--- config.mk ---
export PLATFORM = sky130hd
export DESIGN_NAME = regfield_core
export DESIGN_NICKNAME = d
export VERILOG_FILES = /design/src/rtl/regfield_pkg.sv /design/src/rtl/regfield_sw_path.sv /design/src/rtl/regfield_hw_path.sv /design/src/rtl/regfield_counter.sv /design/src/rtl/regfield_core.sv
export SDC_FILE = /design/constraint.sdc
export NUM_CORES = 1
export LEC_CHECK = 0
export CAP_MARGIN = 10
export CORE_MARGIN = 1
export CORE_UTILIZATION = 30
export CTS_CLUSTER_DIAMETER = 200
export DETAILED_ROUTE_END_ITERATION = 12
export GPL_ROUTABILITY_DRIVEN = 0
export PLACE_DENSITY = 0.6
export SKIP_CTS_REPAIR_TIMING = 1
export SLEW_MARGIN = 20
export SYNTH_ARGS = -nofsm -noshare
export SYNTH_HDL_FRONTEND = slang
export SYNTH_SLANG_ARGS = --single-unit
export TNS_END_PERCENT = 1
--- constraint.sdc ---
create_clock -name clk -period 6.97 [get_ports clk]
set_input_delay 0.697 -clock clk [delete_from_list [all_inputs] [get_ports clk]]
set_output_delay 0.697 -clock clk [all_outputs]
set_load 0.03 [all_outputs]
--- src/rtl/regfield_pkg.sv ---
package regfield_pkg;

   // Effect of a software write on the bits selected by the write mask
   typedef enum logic [1:0] {
      SWW_NONE    = 2'd0,
      SWW_PLAIN   = 2'd1,
      SWW_ONE_CLR = 2'd2,
      SWW_ONE_SET = 2'd3
   } sw_wr_mode_e;

endpackage

--- src/rtl/regfield_sw_path.sv ---
module regfield_sw_path
   import regfield_pkg::*;
#(
   parameter int          WIDTH      = 8,
   parameter sw_wr_mode_e SW_WR_MODE = SWW_PLAIN,
   parameter bit          RD_CLEAR   = 1'b1
) (
   input  logic [WIDTH-1:0] cur,
   input  logic             req,
   input  logic             is_wr,
   input  logic [WIDTH-1:0] wdata,
   input  logic [WIDTH-1:0] wmask,
   output logic             wr_hit,
   output logic             rdclr_hit,
   output logic [WIDTH-1:0] nxt
);

   logic [WIDTH-1:0] wr_val;
   logic             can_write;

   generate
      if (SW_WR_MODE == SWW_PLAIN) begin : g_plain
         assign wr_val    = (cur & ~wmask) | (wdata & wmask);
         assign can_write = 1'b1;
      end else if (SW_WR_MODE == SWW_ONE_CLR) begin : g_one_clr
         assign wr_val    = cur & ~(wdata & wmask);
         assign can_write = 1'b1;
      end else if (SW_WR_MODE == SWW_ONE_SET) begin : g_one_set
         assign wr_val    = cur | (wdata & wmask);
         assign can_write = 1'b1;
      end else begin : g_no_write
         assign wr_val    = cur;
         assign can_write = 1'b0;
      end

      if (RD_CLEAR) begin : g_rdclr
         assign rdclr_hit = req & ~is_wr;
      end else begin : g_no_rdclr
         assign rdclr_hit = 1'b0;
      end
   endgenerate

   assign wr_hit = can_write & req & is_wr & (|wmask);
   assign nxt    = rdclr_hit ? '0 : wr_val;

endmodule

--- src/rtl/regfield_hw_path.sv ---
module regfield_hw_path #(
   parameter int WIDTH         = 8,
   parameter bit WE_ACTIVE_LOW = 1'b0,
   parameter bit HAS_SET       = 1'b1,
   parameter bit HAS_CLR       = 1'b1
) (
   input  logic [WIDTH-1:0] cur,
   input  logic             we,
   input  logic [WIDTH-1:0] wdata,
   input  logic             set,
   input  logic             clr,
   output logic             act,
   output logic [WIDTH-1:0] nxt
);

   logic we_on, set_on, clr_on;

   generate
      if (WE_ACTIVE_LOW) begin : g_we_low
         assign we_on = ~we;
      end else begin : g_we_high
         assign we_on = we;
      end

      if (HAS_SET) begin : g_set
         assign set_on = set;
      end else begin : g_no_set
         assign set_on = 1'b0;
      end

      if (HAS_CLR) begin : g_clr
         assign clr_on = clr;
      end else begin : g_no_clr
         assign clr_on = 1'b0;
      end
   endgenerate

   // Within the hardware rank: clear, then set, then write
   always_comb begin
      if (clr_on)      nxt = '0;
      else if (set_on) nxt = '1;
      else if (we_on)  nxt = wdata;
      else             nxt = cur;
   end

   assign act = we_on | set_on | clr_on;

endmodule

--- src/rtl/regfield_counter.sv ---
module regfield_counter #(
   parameter  int WIDTH     = 8,
   parameter  int INC_WIDTH = 4,
   parameter  int DEC_WIDTH = 4,
   localparam int IPW       = (INC_WIDTH > 0) ? INC_WIDTH : 1,
   localparam int DPW       = (DEC_WIDTH > 0) ? DEC_WIDTH : 1
) (
   input  logic [WIDTH-1:0] base,
   input  logic             inc,
   input  logic [IPW-1:0]   inc_step,
   input  logic             dec,
   input  logic [DPW-1:0]   dec_step,
   output logic [WIDTH-1:0] res,
   output logic             ovf,
   output logic             unf
);

   // Two guard bits: one for carry out, one as sign for borrow
   localparam int EW = WIDTH + 2;

   logic [EW-1:0] up_amt, dn_amt, sum;

   generate
      if (INC_WIDTH == 0) begin : g_inc_one
         assign up_amt = EW'(1);
      end else begin : g_inc_in
         assign up_amt = {{(EW-IPW){1'b0}}, inc_step};
      end

      if (DEC_WIDTH == 0) begin : g_dec_one
         assign dn_amt = EW'(1);
      end else begin : g_dec_in
         assign dn_amt = {{(EW-DPW){1'b0}}, dec_step};
      end
   endgenerate

   always_comb begin
      sum = {2'b00, base} + (inc ? up_amt : '0) - (dec ? dn_amt : '0);
      ovf = 1'b0;
      unf = 1'b0;
      res = sum[WIDTH-1:0];
      if (sum[EW-1]) begin
         res = '0;
         unf = 1'b1;
      end else if (sum[WIDTH]) begin
         res = '1;
         ovf = 1'b1;
      end
   end

endmodule

--- src/rtl/regfield_core.sv ---
module regfield_core
   import regfield_pkg::*;
#(
   parameter  int               WIDTH         = 8,
   parameter  logic [WIDTH-1:0] RESET_VAL     = '0,
   parameter  bit               SW_PRIO       = 1'b1,
   parameter  bit               WE_ACTIVE_LOW = 1'b0,
   parameter  bit               HAS_SET       = 1'b1,
   parameter  bit               HAS_CLR       = 1'b1,
   parameter  bit               COUNTER       = 1'b1,
   parameter  int               INC_WIDTH     = 4,
   parameter  int               DEC_WIDTH     = 4,
   parameter  sw_wr_mode_e      SW_WR_MODE    = SWW_PLAIN,
   parameter  bit               RD_CLEAR      = 1'b1,
   localparam int               IPW           = (INC_WIDTH > 0) ? INC_WIDTH : 1,
   localparam int               DPW           = (DEC_WIDTH > 0) ? DEC_WIDTH : 1
) (
   input  logic             clk,
   input  logic             rst_n,
   input  logic             sw_req,
   input  logic             sw_is_wr,
   input  logic [WIDTH-1:0] sw_wdata,
   input  logic [WIDTH-1:0] sw_wmask,
   input  logic             hw_we,
   input  logic [WIDTH-1:0] hw_wdata,
   input  logic             hw_set,
   input  logic             hw_clr,
   input  logic             cnt_inc,
   input  logic [IPW-1:0]   cnt_inc_step,
   input  logic             cnt_dec,
   input  logic [DPW-1:0]   cnt_dec_step,
   output logic [WIDTH-1:0] value,
   output logic             red_and,
   output logic             red_or,
   output logic             red_xor,
   output logic             sw_acc_pulse,
   output logic             sw_mod_pulse,
   output logic             ovf_pulse,
   output logic             unf_pulse
);

   // Elaboration-time parameter checks
   generate
      if (WIDTH < 1) begin : g_bad_width
         $error("regfield_core: WIDTH must be at least 1");
      end
      if (INC_WIDTH < 0 || INC_WIDTH > WIDTH) begin : g_bad_inc
         $error("regfield_core: INC_WIDTH must lie in 0..WIDTH");
      end
      if (DEC_WIDTH < 0 || DEC_WIDTH > WIDTH) begin : g_bad_dec
         $error("regfield_core: DEC_WIDTH must lie in 0..WIDTH");
      end
   endgenerate

   logic             sw_wr_hit, sw_rdclr_hit, sw_hit;
   logic [WIDTH-1:0] sw_nxt;
   logic             hw_act;
   logic [WIDTH-1:0] hw_nxt;
   logic             cnt_act, cnt_ovf, cnt_unf;
   logic [WIDTH-1:0] cnt_base, cnt_res;
   logic [WIDTH-1:0] nxt;
   logic             nxt_ovf, nxt_unf;

   regfield_sw_path #(
      .WIDTH      (WIDTH),
      .SW_WR_MODE (SW_WR_MODE),
      .RD_CLEAR   (RD_CLEAR)
   ) u_sw (
      .cur       (value),
      .req       (sw_req),
      .is_wr     (sw_is_wr),
      .wdata     (sw_wdata),
      .wmask     (sw_wmask),
      .wr_hit    (sw_wr_hit),
      .rdclr_hit (sw_rdclr_hit),
      .nxt       (sw_nxt)
   );

   regfield_hw_path #(
      .WIDTH         (WIDTH),
      .WE_ACTIVE_LOW (WE_ACTIVE_LOW),
      .HAS_SET       (HAS_SET),
      .HAS_CLR       (HAS_CLR)
   ) u_hw (
      .cur   (value),
      .we    (hw_we),
      .wdata (hw_wdata),
      .set   (hw_set),
      .clr   (hw_clr),
      .act   (hw_act),
      .nxt   (hw_nxt)
   );

   // A clearing read restarts the count from zero instead of discarding it
   assign cnt_base = sw_rdclr_hit ? '0 : value;

   generate
      if (COUNTER) begin : g_cnt
         regfield_counter #(
            .WIDTH     (WIDTH),
            .INC_WIDTH (INC_WIDTH),
            .DEC_WIDTH (DEC_WIDTH)
         ) u_cnt (
            .base     (cnt_base),
            .inc      (cnt_inc),
            .inc_step (cnt_inc_step),
            .dec      (cnt_dec),
            .dec_step (cnt_dec_step),
            .res      (cnt_res),
            .ovf      (cnt_ovf),
            .unf      (cnt_unf)
         );
         assign cnt_act = cnt_inc | cnt_dec;
      end else begin : g_no_cnt
         assign cnt_res = cnt_base;
         assign cnt_ovf = 1'b0;
         assign cnt_unf = 1'b0;
         assign cnt_act = 1'b0;
      end
   endgenerate

   assign sw_hit = sw_wr_hit | sw_rdclr_hit;

   // Ranked next-value selection; reset is handled in the flop
   always_comb begin
      nxt     = value;
      nxt_ovf = 1'b0;
      nxt_unf = 1'b0;
      if (SW_PRIO && sw_hit) begin
         if (sw_rdclr_hit && cnt_act) begin
            nxt     = cnt_res;
            nxt_ovf = cnt_ovf;
            nxt_unf = cnt_unf;
         end else begin
            nxt = sw_nxt;
         end
      end else if (hw_act) begin
         nxt = hw_nxt;
      end else if (cnt_act) begin
         nxt     = cnt_res;
         nxt_ovf = cnt_ovf;
         nxt_unf = cnt_unf;
      end else if (sw_hit) begin
         nxt = sw_nxt;
      end
   end

   always_ff @(posedge clk or negedge rst_n) begin
      if (!rst_n) begin
         value     <= RESET_VAL;
         ovf_pulse <= 1'b0;
         unf_pulse <= 1'b0;
      end else begin
         value     <= nxt;
         ovf_pulse <= nxt_ovf;
         unf_pulse <= nxt_unf;
      end
   end

   assign red_and      = &value;
   assign red_or       = |value;
   assign red_xor      = ^value;
   assign sw_acc_pulse = sw_req;
   assign sw_mod_pulse = sw_hit;

endmodule

==> run_results.csv <==
group,metric,value,unit
sta,min_period,4.06,ns
min_path,min_from,"value[6]",
sta,fin_tns_setup,0,ns
routing,vias,1560,
worst_setup_path,r2r_slack,3.95,ns
global_route,antenna_found_initial,0,
cells_and_area,areaGrowthSynthToFinish,43.0,%
cells_and_area,diodes,0,
cells_and_area,mostFrequentLayoutCells,"clkdlybuf4s50_1, nand2_1, inv_1",
routing,postRouteAntennaNets,0,
place,post-place-ws,2.71,ns
clock_tree,cts_tree,"built",
sta,max_clock_freq,246,MHz
floorplan,dieHeight,73.0,um
floorplan,coreArea,4790,um^2
sta,tightest_slew,0.946,ns
floorplan,initial_core_util,31.6,%
place,place_hpwl,3430,um
routing,drtIter0Drc,66,
logic_synthesis,ys_seq_elements,10,
logic_synthesis,synth_area_leaders,"dfrtp_1, ha_1, inv_1",
sta,maxSlewViolCount,0,
logic_synthesis,synth-main-ff-cell,"dfrtp_1",
flow_run,cap_viol_max_count,0,
power_and_ir_drop,p_per_area,259,nW/um^2
routing,drt-pass1-iter-count,4,
logic_synthesis,seq_area_frac_synth,16.5,%
global_route,grt_use_met2,27.7,%
place,io_buffers,55,
worst_setup_path,regToRegStartpoint,"value[3]",
global_route,grt_pass1_wl,6930,um
floorplan,die_x,73.0,um
worst_setup_path,critPathKind,"in2reg",
worst_setup_path,rr_endpoint,"value[2]",
sta,fin_skew,0.00188,ns
floorplan,die-area,5330,um^2
logic_synthesis,netlist.area_leader.share,16.5,%
power_and_ir_drop,p_total,560,uW
clock_tree,clock_latency,0.23,ns
status,status,"finished clean",
worst_setup_path,worst-r2r-cell-count,9,
global_route,grt_use_met1,22.8,%
routing,wl_per_cell,13.9,um
global_route,track_usage,17.0,%
global_route,grt_max_degree,11,
worst_setup_path,crit_fanout,10,
sta,finalCritPeriodShare,58.2,%
logic_synthesis,synth_cell_types,47,
logic_synthesis,syn_inst,196,
place,place_area,2110,um^2
floorplan,rows,25,
sta,rsz0062_at_grt,"no",
global_route,grt_pass1_vias,1435,
logic_synthesis,syn-num-nets,260,
logic_synthesis,synth_area_per_cell,7.72,um^2
sta,hold_viol_final,0,
clock_tree,cts-root-buf,"clkbuf_8",
logic_synthesis,synth_edf_count,0,
min_path,min_path_cells,2,
logic_synthesis,syn_area,1510,um^2
clock_tree,clkSinkCount,10,
cells_and_area,layout-drive-gt1-share,4.03,%
logic_synthesis,async_reset_ff_share,100,%
sta,worst_slack,2.91,ns
cells_and_area,layout_commonest_cell,"clkdlybuf4s50_1",
global_route,grt_overflow,0,
power_and_ir_drop,ir_drop,0.0000997,V
min_path,min_path_type,"reg2reg",
clock_tree,htreeDepth,1,
sta,whs,0.661,ns
global_route,top_usage_layer,"met2",
clock_tree,cts_buffers,3,
power_and_ir_drop,p_leak,0.959,nW
routing,drc_errors,0,
sta,finalSetupViolCount,0,
sta,slew_headroom,35.9,%
worst_setup_path,cp.required,7.06,ns
logic_synthesis,yosysTopAreaCell,"dfrtp_1",
clock_tree,clk_pin_slew,0.05,ns
min_path,hold_end,"value[6]",
floorplan,ios,56,
routing,viasPerCell,4.95,
worst_setup_path,cp.arrival,4.15,ns
cells_and_area,finalNetCount,313,
routing,wl,4390,um
logic_synthesis,ys_warn_count,0,
worst_setup_path,end_kind,"flip-flop",
global_route,grtUsageMet3,2.62,%
worst_setup_path,start_kind,"primary input",
cells_and_area,fillers,492,
clock_tree,cts_max_path_buffers,2,
cells_and_area,fin_area,2160,um^2
[layer usage]
layer / up-vias / share of wire, % / routed length, um
met5: - / 0 / 0
met4: 0 / 1.4 / 60
met3: 4 / 4.6 / 202
met2: 46 / 43 / 1910
met1: 705 / 51 / 2230
li1: 805 / - / -
[stage by stage]
stage	instances	utilization [%]
after floorplan	196	-
after global placement	311	44.1
after detailed placement	311	44.1
after CTS	315	45.2
after global routing	315	45.2
final	315	45.2
[worst max-delay path, cell delays in order]
cell and delay, ns:
clkdlybuf4s50_1 0.54, nand2b_1 0.48, nand2_1 0.14, fa_1 0.50
inv_1 0.04, ha_1 0.35, and3_1 0.23, a221oi_1 0.39
a21oi_1 0.19, o221ai_2 0.43, o221ai_1 0.16
[final cells by class]
| type | count | area [um^2] | share of cell area, % |
|---|---|---|---|
| tap | 67 | 83.8 | 3.88 |
| timing repair buffer | 55 | 551 | 25.4 |
| inverter | 22 | 82.6 | 3.82 |
| clock buffer | 4 | 55.1 | 2.54 |
| multi-input combinational | 157 | 1140 | 52.7 |
| sequential | 10 | 250 | 11.6 |
[cells by family (layout without fill, tap and decap cells)]
kind of cell / count (synthesis) / after routing / share of synthesized area (%)
mux: 5 / 5 / 3.31
flops: 10 / 10 / 16.5
fa+ha+maj: 23 / 23 / 21.0
buf+inv: 29 / 81 / 8.02
simple gates: 70 / 70 / 22.3
compound gates: 52 / 52 / 24.8
xor+xnor: 7 / 7 / 4.05
[cell usage after synthesis (all sizes together) (3+ instances only)]
| cell type | count |
|---|---|
| nor4 | 3 |
| and2 | 5 |
| nor2 | 17 |
| fa | 4 |
| xnor2 | 5 |
| dfrtp | 10 |
| ha | 19 |
| a21o | 5 |
| nor3 | 12 |
| o21ai | 9 |
| o21a | 3 |
| o22ai | 4 |
| mux2i | 5 |
| clkbuf | 3 |
| nand2 | 22 |
| buf | 4 |
| inv | 22 |
| o211ai | 4 |
| a21oi | 12 |
[flip-flops by register name (all words and copies together) (netlist names)]
| register | count |
|---|---|
| value | 8 |
| ovf_pulse | 1 |
| unf_pulse | 1 |
[worst max path at each step]
stage | start | endpoint | slack [ns] | cells past startpoint
finish | sw_is_wr | value[2] | 2.91 | 11
global route | sw_is_wr | value[2] | 2.70 | 11
CTS | sw_is_wr | value[7] | 2.95 | 11
detailed placement | sw_is_wr | value[2] | 2.71 | 11
global placement | sw_is_wr | value[2] | 2.70 | 11
floorplan | sw_is_wr | value[2] | 3.76 | 11
[power by group]
group / internal (mW) / leakage [nW] / total, mW / switching [mW]
logic: 0.177 / 0.803 / 0.393 / 0.217
registers: 0.0706 / 0.128 / 0.0945 / 0.0239
clock network: 0.0496 / 0.0288 / 0.0717 / 0.0221
total: 0.297 / 0.959 / 0.560 / 0.263
Note: power is estimated with default switching activity, not from simulation.
